<file path="config.mk">
export PLATFORM = sky130hd
export DESIGN_NAME = ddr_out_stage
export DESIGN_NICKNAME = d
export VERILOG_FILES = /design/src/rtl/ddr_pkg.sv /design/src/rtl/ddr_pair_serializer.sv /design/src/rtl/ddr_edge_reg.sv /design/src/rtl/ddr_clk_mux.sv /design/src/rtl/ddr_out_stage.sv
export SDC_FILE = /design/constraint.sdc
export NUM_CORES = 1
export LEC_CHECK = 0
export ABC_CLOCK_PERIOD_IN_PS = 1800
export BUFFER_PORTS_ARGS = -buffer_cell sky130_fd_sc_hd__buf_2
export CORE_MARGIN = 1
export CORE_UTILIZATION = 40
export DETAILED_ROUTE_END_ITERATION = 10
export GPL_TIMING_DRIVEN = 0
export MAX_ROUTING_LAYER = met4
export PLACE_DENSITY = 0.66
export SYNTH_ARGS = -nofsm -noshare
export SYNTH_HDL_FRONTEND = slang
export SYNTH_SLANG_ARGS = --single-unit
</file>
<file path="constraint.sdc">
create_clock -name clk -period 1.8 [get_ports clk]
set_clock_uncertainty 0.1 [all_clocks]
set_input_delay 0.18 -clock clk [delete_from_list [all_inputs] [get_ports clk]]
set_output_delay 0.18 -clock clk [all_outputs]
set_load 0.005 [all_outputs]
</file>
<file path="src/rtl/ddr_pkg.sv">
`timescale 1ns/1ps
package ddr_pkg;

    // Capture edge of a single-edge register
    typedef enum logic {
        EDGE_FALL = 1'b0,
        EDGE_RISE = 1'b1
    } cap_edge_e;

    // Multiplexer select: true clock or its complement
    typedef enum logic {
        SEL_TRUE = 1'b0,
        SEL_INV  = 1'b1
    } sel_pol_e;

    // One cycle's worth of line data
    typedef struct packed {
        logic lead;
        logic trail;
    } bit_pair_t;

    // Ordering holds only when the lead bit leaves before the trail bit.
    function automatic logic cfg_legal(cap_edge_e lead_edge,
                                       cap_edge_e trail_edge,
                                       sel_pol_e  sel_pol);
        logic [2:0] key;
        key = {lead_edge, trail_edge, sel_pol};
        case (key)
            3'b111,            // rise, rise, inverted
            3'b010,            // fall, rise, true
            3'b011,            // fall, rise, inverted
            3'b000: return 1'b1; // fall, fall, true
            default: return 1'b0;
        endcase
    endfunction

    // Top pair of a word, most significant bit leads
    function automatic bit_pair_t top_pair(logic msb, logic next);
        bit_pair_t p;
        p.lead  = msb;
        p.trail = next;
        return p;
    endfunction

endpackage

</file>
<file path="src/rtl/ddr_pair_serializer.sv">
`timescale 1ns/1ps
module ddr_pair_serializer
    import ddr_pkg::*;
#(
    parameter int WORD_W = 16
) (
    input  logic              clk,
    input  logic              rst,
    input  logic [WORD_W-1:0] word_i,
    input  logic              valid_i,
    output logic              ready_o,
    output bit_pair_t         pair_o
);

    localparam int PAIRS = WORD_W / 2;
    localparam int CNT_W = (PAIRS > 1) ? $clog2(PAIRS) : 1;

    logic [WORD_W-1:0] shift_q;
    logic [CNT_W-1:0]  left_q;
    bit_pair_t         pair_q;
    logic              take;

    // Ready while the current pair is the last one (or nothing is pending)
    assign ready_o = (left_q == '0);
    assign take    = valid_i && ready_o;
    assign pair_o  = pair_q;

    always_ff @(posedge clk) begin
        if (rst) begin
            shift_q <= '0;
            left_q  <= '0;
            pair_q  <= '0;
        end else if (take) begin
            pair_q  <= top_pair(word_i[WORD_W-1], word_i[WORD_W-2]);
            shift_q <= word_i << 2;
            left_q  <= CNT_W'(PAIRS - 1);
        end else if (left_q != '0) begin
            pair_q  <= top_pair(shift_q[WORD_W-1], shift_q[WORD_W-2]);
            shift_q <= shift_q << 2;
            left_q  <= left_q - CNT_W'(1);
        end else begin
            pair_q  <= '0;
        end
    end

endmodule

</file>
<file path="src/rtl/ddr_edge_reg.sv">
`timescale 1ns/1ps
module ddr_edge_reg
    import ddr_pkg::*;
#(
    parameter cap_edge_e EDGE = EDGE_RISE
) (
    input  logic clk,
    input  logic rst,
    input  logic d_i,
    output logic q_o
);

    if (EDGE == EDGE_RISE) begin : g_rise
        always_ff @(posedge clk) begin
            if (rst) q_o <= 1'b0;
            else     q_o <= d_i;
        end
    end else begin : g_fall
        always_ff @(negedge clk) begin
            if (rst) q_o <= 1'b0;
            else     q_o <= d_i;
        end
    end

endmodule

</file>
<file path="src/rtl/ddr_clk_mux.sv">
`timescale 1ns/1ps
module ddr_clk_mux
    import ddr_pkg::*;
#(
    parameter sel_pol_e POL = SEL_INV
) (
    input  logic clk,
    input  logic lead_i,
    input  logic trail_i,
    output logic y_o
);

    logic sel;

    if (POL == SEL_INV) begin : g_inv
        assign sel = ~clk;
    end else begin : g_true
        assign sel = clk;
    end

    // input 0 = lead register, input 1 = trail register
    always_comb y_o = sel ? trail_i : lead_i;

endmodule

</file>
<file path="src/rtl/ddr_out_stage.sv">
`timescale 1ns/1ps
module ddr_out_stage
    import ddr_pkg::*;
#(
    parameter int        WORD_W     = 16,
    parameter cap_edge_e LEAD_EDGE  = EDGE_FALL,
    parameter cap_edge_e TRAIL_EDGE = EDGE_RISE,
    parameter sel_pol_e  SEL_POL    = SEL_INV
) (
    input  logic              clk,
    input  logic              rst,
    input  logic [WORD_W-1:0] word_i,
    input  logic              word_valid_i,
    output logic              word_ready_o,
    output logic              ddr_o
);

    // Elaboration guards
    if (WORD_W < 2 || (WORD_W % 2) != 0) begin : g_bad_width
        $error("ddr_out_stage: WORD_W must be even and at least 2");
    end
    if (!cfg_legal(LEAD_EDGE, TRAIL_EDGE, SEL_POL)) begin : g_bad_cfg
        $error("ddr_out_stage: edge/select combination emits trail before lead");
    end

    bit_pair_t pair_q;
    logic      pair_lead;
    logic      pair_trail;
    logic      lead_q;
    logic      trail_q;

    ddr_pair_serializer #(
        .WORD_W (WORD_W)
    ) u_ser (
        .clk     (clk),
        .rst     (rst),
        .word_i  (word_i),
        .valid_i (word_valid_i),
        .ready_o (word_ready_o),
        .pair_o  (pair_q)
    );

    assign pair_lead  = pair_q.lead;
    assign pair_trail = pair_q.trail;

    ddr_edge_reg #(
        .EDGE (LEAD_EDGE)
    ) u_lead (
        .clk (clk),
        .rst (rst),
        .d_i (pair_lead),
        .q_o (lead_q)
    );

    ddr_edge_reg #(
        .EDGE (TRAIL_EDGE)
    ) u_trail (
        .clk (clk),
        .rst (rst),
        .d_i (pair_trail),
        .q_o (trail_q)
    );

    ddr_clk_mux #(
        .POL (SEL_POL)
    ) u_mux (
        .clk     (clk),
        .lead_i  (lead_q),
        .trail_i (trail_q),
        .y_o     (ddr_o)
    );

endmodule

</file>
# Yosys cells after proc, flatten, opt, wreduce, memory -nomap -nowiden

Cells that the tools add are included.

Multiplexer cells: 7
Reduce and logical (&&, ||, !) cells: 4
$add $sub $neg: 1

Operator list:

| operator                                         | number |
|---|---|
| two-way mux 16 bit                               | 2 |
| two-way mux 3 bit                                | 2 |
| two-way mux 2 bit                                | 2 |
| logical NOT 3 bit                                | 1 |
| nonzero test 3 bit                               | 1 |
| subtractor 3 x 1 -> 3 bit, second input constant | 1 |
| nonzero test 2 bit                               | 1 |
| logical AND 1 bit                                | 1 |
| two-way mux 1 bit                                | 1 |

Flip-flop bits (word level): 21
Bits of input ports: 19
Output and inout port bits: 2

# Depth between registers and ports, before layout

Word-level depth: 3
Gate-level depth with buffers: 8

# Hierarchy

A second synthesis with hierarchy kept.

Cells, all modules: 92
Area, all modules: 1042.2 µm²

Modules (own cells, without submodules):

| module                  | instances | sequential area each (µm²) | area each (µm²) | cells an instance |
|---|---|---|---|---|
| ddr_pair_serializer     | 1         | 380.4                      | 955.9           | 86 |
| ddr_edge_reg at u_lead  | 1         | 20.0                       | 37.5            | 3 |
| ddr_edge_reg at u_trail | 1         | 20.0                       | 33.8            | 2 |
| ddr_clk_mux             | 1         | 0.0                        | 15.0            | 1 |

==> reports/metrics.csv <==
metric,value,unit
grtUsageMet2,24.89,%
stdcell_area,1279,um2
synth.top_cell.area_share,40.93,%
drt.antenna.violating_nets,0,
grt.met1_usage,16.49,%
via_count,767,
synth-seq-area-share,40.93,%
synth_cell_types,23,
leakagePower,0.0005345,uW
start_util,44.31,%
slew_violations,0,
clk_latency,410,ps
via_per_inst,5.046,
yosysTopAreaCell,dfxtp_1,
drc,0,
gr-total-overflow,0,
critPathLaunchType,flop,
tns,-512.6,ps
tightest_slew,649.5,ps
power_density,1492,nW/um2
die-area,2775,um2
syn_to_final_growth,24.48,%
setup_viol,1,
avgSynthCellArea,11.05,um2
arrival,2030,ps
coreArea,2318,um2
filler_cell_count,217,
cp_max_fo,1,
place.gp.congestion,0.7155,
violations,setup timing,
tritoncts,yes,
grt_use_met3,7.246,%
rows,17,
worstPathRequired,1520,ps
hold_viol,0,
clk_pin_slew_worst_paths,120,ps
path_class,flop to output port,
nets,146,
relSlewSlack,56.70,%
max-cap-violations,0,
status,finished with violations,
grt_pass1_vias,756,
grt_use_total,15.77,%
layout_setup_ws,-512.6,ps
drt_iter0_drc,6,
die_y,52.68,um
antenna_found_initial,0,
firstDrtPassIters,2,
synth.area.top_cells,"dfxtp_1 41%, a211oi_2 15%, mux2i_1 14%, nor2_2 3.0%, nor3_1 2.9%",
ys_ff_latch,21,
grt-busiest-layer,met2,
grt_pass1_wl,2939,um
drive_gt1_share,45.97,%
place_hpwl,1266,um
synth-warning-count,0,
io_pins,21,
syn_area,1027,um2
rsz0062_at_grt,true,
io_buffers,20,
wl_per_cell,11.65,um
hold_slack,32.42,ps
insertedDiodeCount,0,
hold_class,input port to flop,
cp-end-kind,output port,
syn_inst,93,
ir_drop,0.0007469,V
wl,1771,um
post-place-ws,-196.5,ps
die_x,52.68,um
placed_area,1162,um2
grt_max_degree,19,
syn_nets,114,
-- cell usage after synthesis --
| cell | instances |
|---|---|
| inv_1 | 3 |
| nor2_2 | 5 |
| clkbuf_1 | 1 |
| nand2_1 | 2 |
| buf_12 | 1 |
| buf_4 | 1 |
| buf_6 | 2 |
| nor3_1 | 6 |
| inv_8 | 1 |
| nor2_1 | 7 |
| mux2i_1 | 14 |
| ha_1 | 2 |
| a21oi_2 | 2 |
| buf_1 | 1 |
| o21a_1 | 2 |
| a211oi_1 | 2 |
| mux2_2 | 1 |
| buf_2 | 1 |
| a211oi_2 | 12 |
| nand2b_4 | 1 |
| nand3_2 | 2 |
| dfxtp_1 | 21 |
| nor2b_1 | 3 |
-- cell families after synthesis --
group / count (synthesis) / synth area share (%)
AO/OA/AOI/OAI: 18 / 19.24
buffers and inverters: 11 / 8.281
adder cells (fa/ha/maj): 2 / 2.436
AND/OR/NAND/NOR: 26 / 14.37
multiplexers: 15 / 14.74
flip-flops: 21 / 40.93
-- area by class of cell --
cell class | instances | area (um2) | area share, %
inverter | 3 | 23.77 | 1.859
sequential | 21 | 421.7 | 32.97
clock buffer | 7 | 56.30 | 4.403
buffer | 6 | 51.30 | 4.012
clock inverter | 2 | 7.507 | 0.5871
multi-input combinational | 61 | 538.0 | 42.07
timing repair buffer | 24 | 145.1 | 11.35
tap | 28 | 35.03 | 2.740
-- power breakdown --
part / switching (uW) / leakage (uW) / internal [uW]
logic: 442 / 0.000309 / 399
registers: 82.7 / 0.000173 / 624
clock network: 181 / 0.0000523 / 180
-- through the flow --
stage | std cells | util [%] | total power (uW)
after detailed placement | 141 | 50.13 | 1583
after CTS | 152 | 55.15 | 1942
after floorplan | 93 | - | 1425
after global routing | 152 | 55.15 | 2039
final | 152 | 55.15 | 1908
after global placement | 141 | 50.13 | 1552
-- flip-flops by register name (all words and copies together), names as in the netlist --
name,count
u_lead.q_o,1
u_ser.left_q,3
u_ser.pair_o,2
u_ser.shift_q,14
u_trail.q_o,1
-- critical path: stages, from the launching register on --
cell and delay (ps):
dfxtp_1 290, mux2_4 250, buf_6 110
-- final timing paths --
kind | start | endpoint | slack, ps | cells after the start
max | u_lead.q_o | ddr_o | -510 | 2
min | word_i[11] | u_ser.shift_q[13] | 30 | 3
max reg2reg | u_ser.pair_o[1] | u_lead.q_o | 300 | 1
min reg2reg | u_ser.pair_o[0] | u_trail.q_o | 350 | 1
-- layer usage --
metal / wire length [um] / share of wire (%) / vias to the layer above
met4: 8 / 0.45 / 0
met5: 0 / 0 / -
met2: 820 / 46 / 15
met1: 865 / 49 / 360
li1: - / - / 390
met3: 76 / 4.3 / 2
-- placed cells by master (no fill, tap or decap) --
cell,count
mux2_4,1
clkbuf_1,1
inv_1,3
ha_4,1
ha_1,1
dfxtp_2,1
nor2b_1,3
buf_12,1
a211oi_1,2
nand2_1,2
nand2b_4,1
dlygate4sd3_1,5
nor2_2,5
buf_6,2
clkbuf_4,6
buf_1,1
mux2i_1,14
inv_12,1
nor3_1,6
buf_4,1
buf_2,20
o21a_1,2
a21oi_2,2
nor2_1,7
dfxtp_1,20
inv_2,1
a211oi_2,12
nand3_2,2
-- repair_timing --
item | in CTS | in global routing
hold buffers | 5 | 0
setup endpoints to repair | 2 | 2
resized for setup | 6 | 1
endpoints found under the hold margin | 5 | 0
buffers inserted | 0 | 0
No activity file was read; power rests on OpenSTA's default activity.
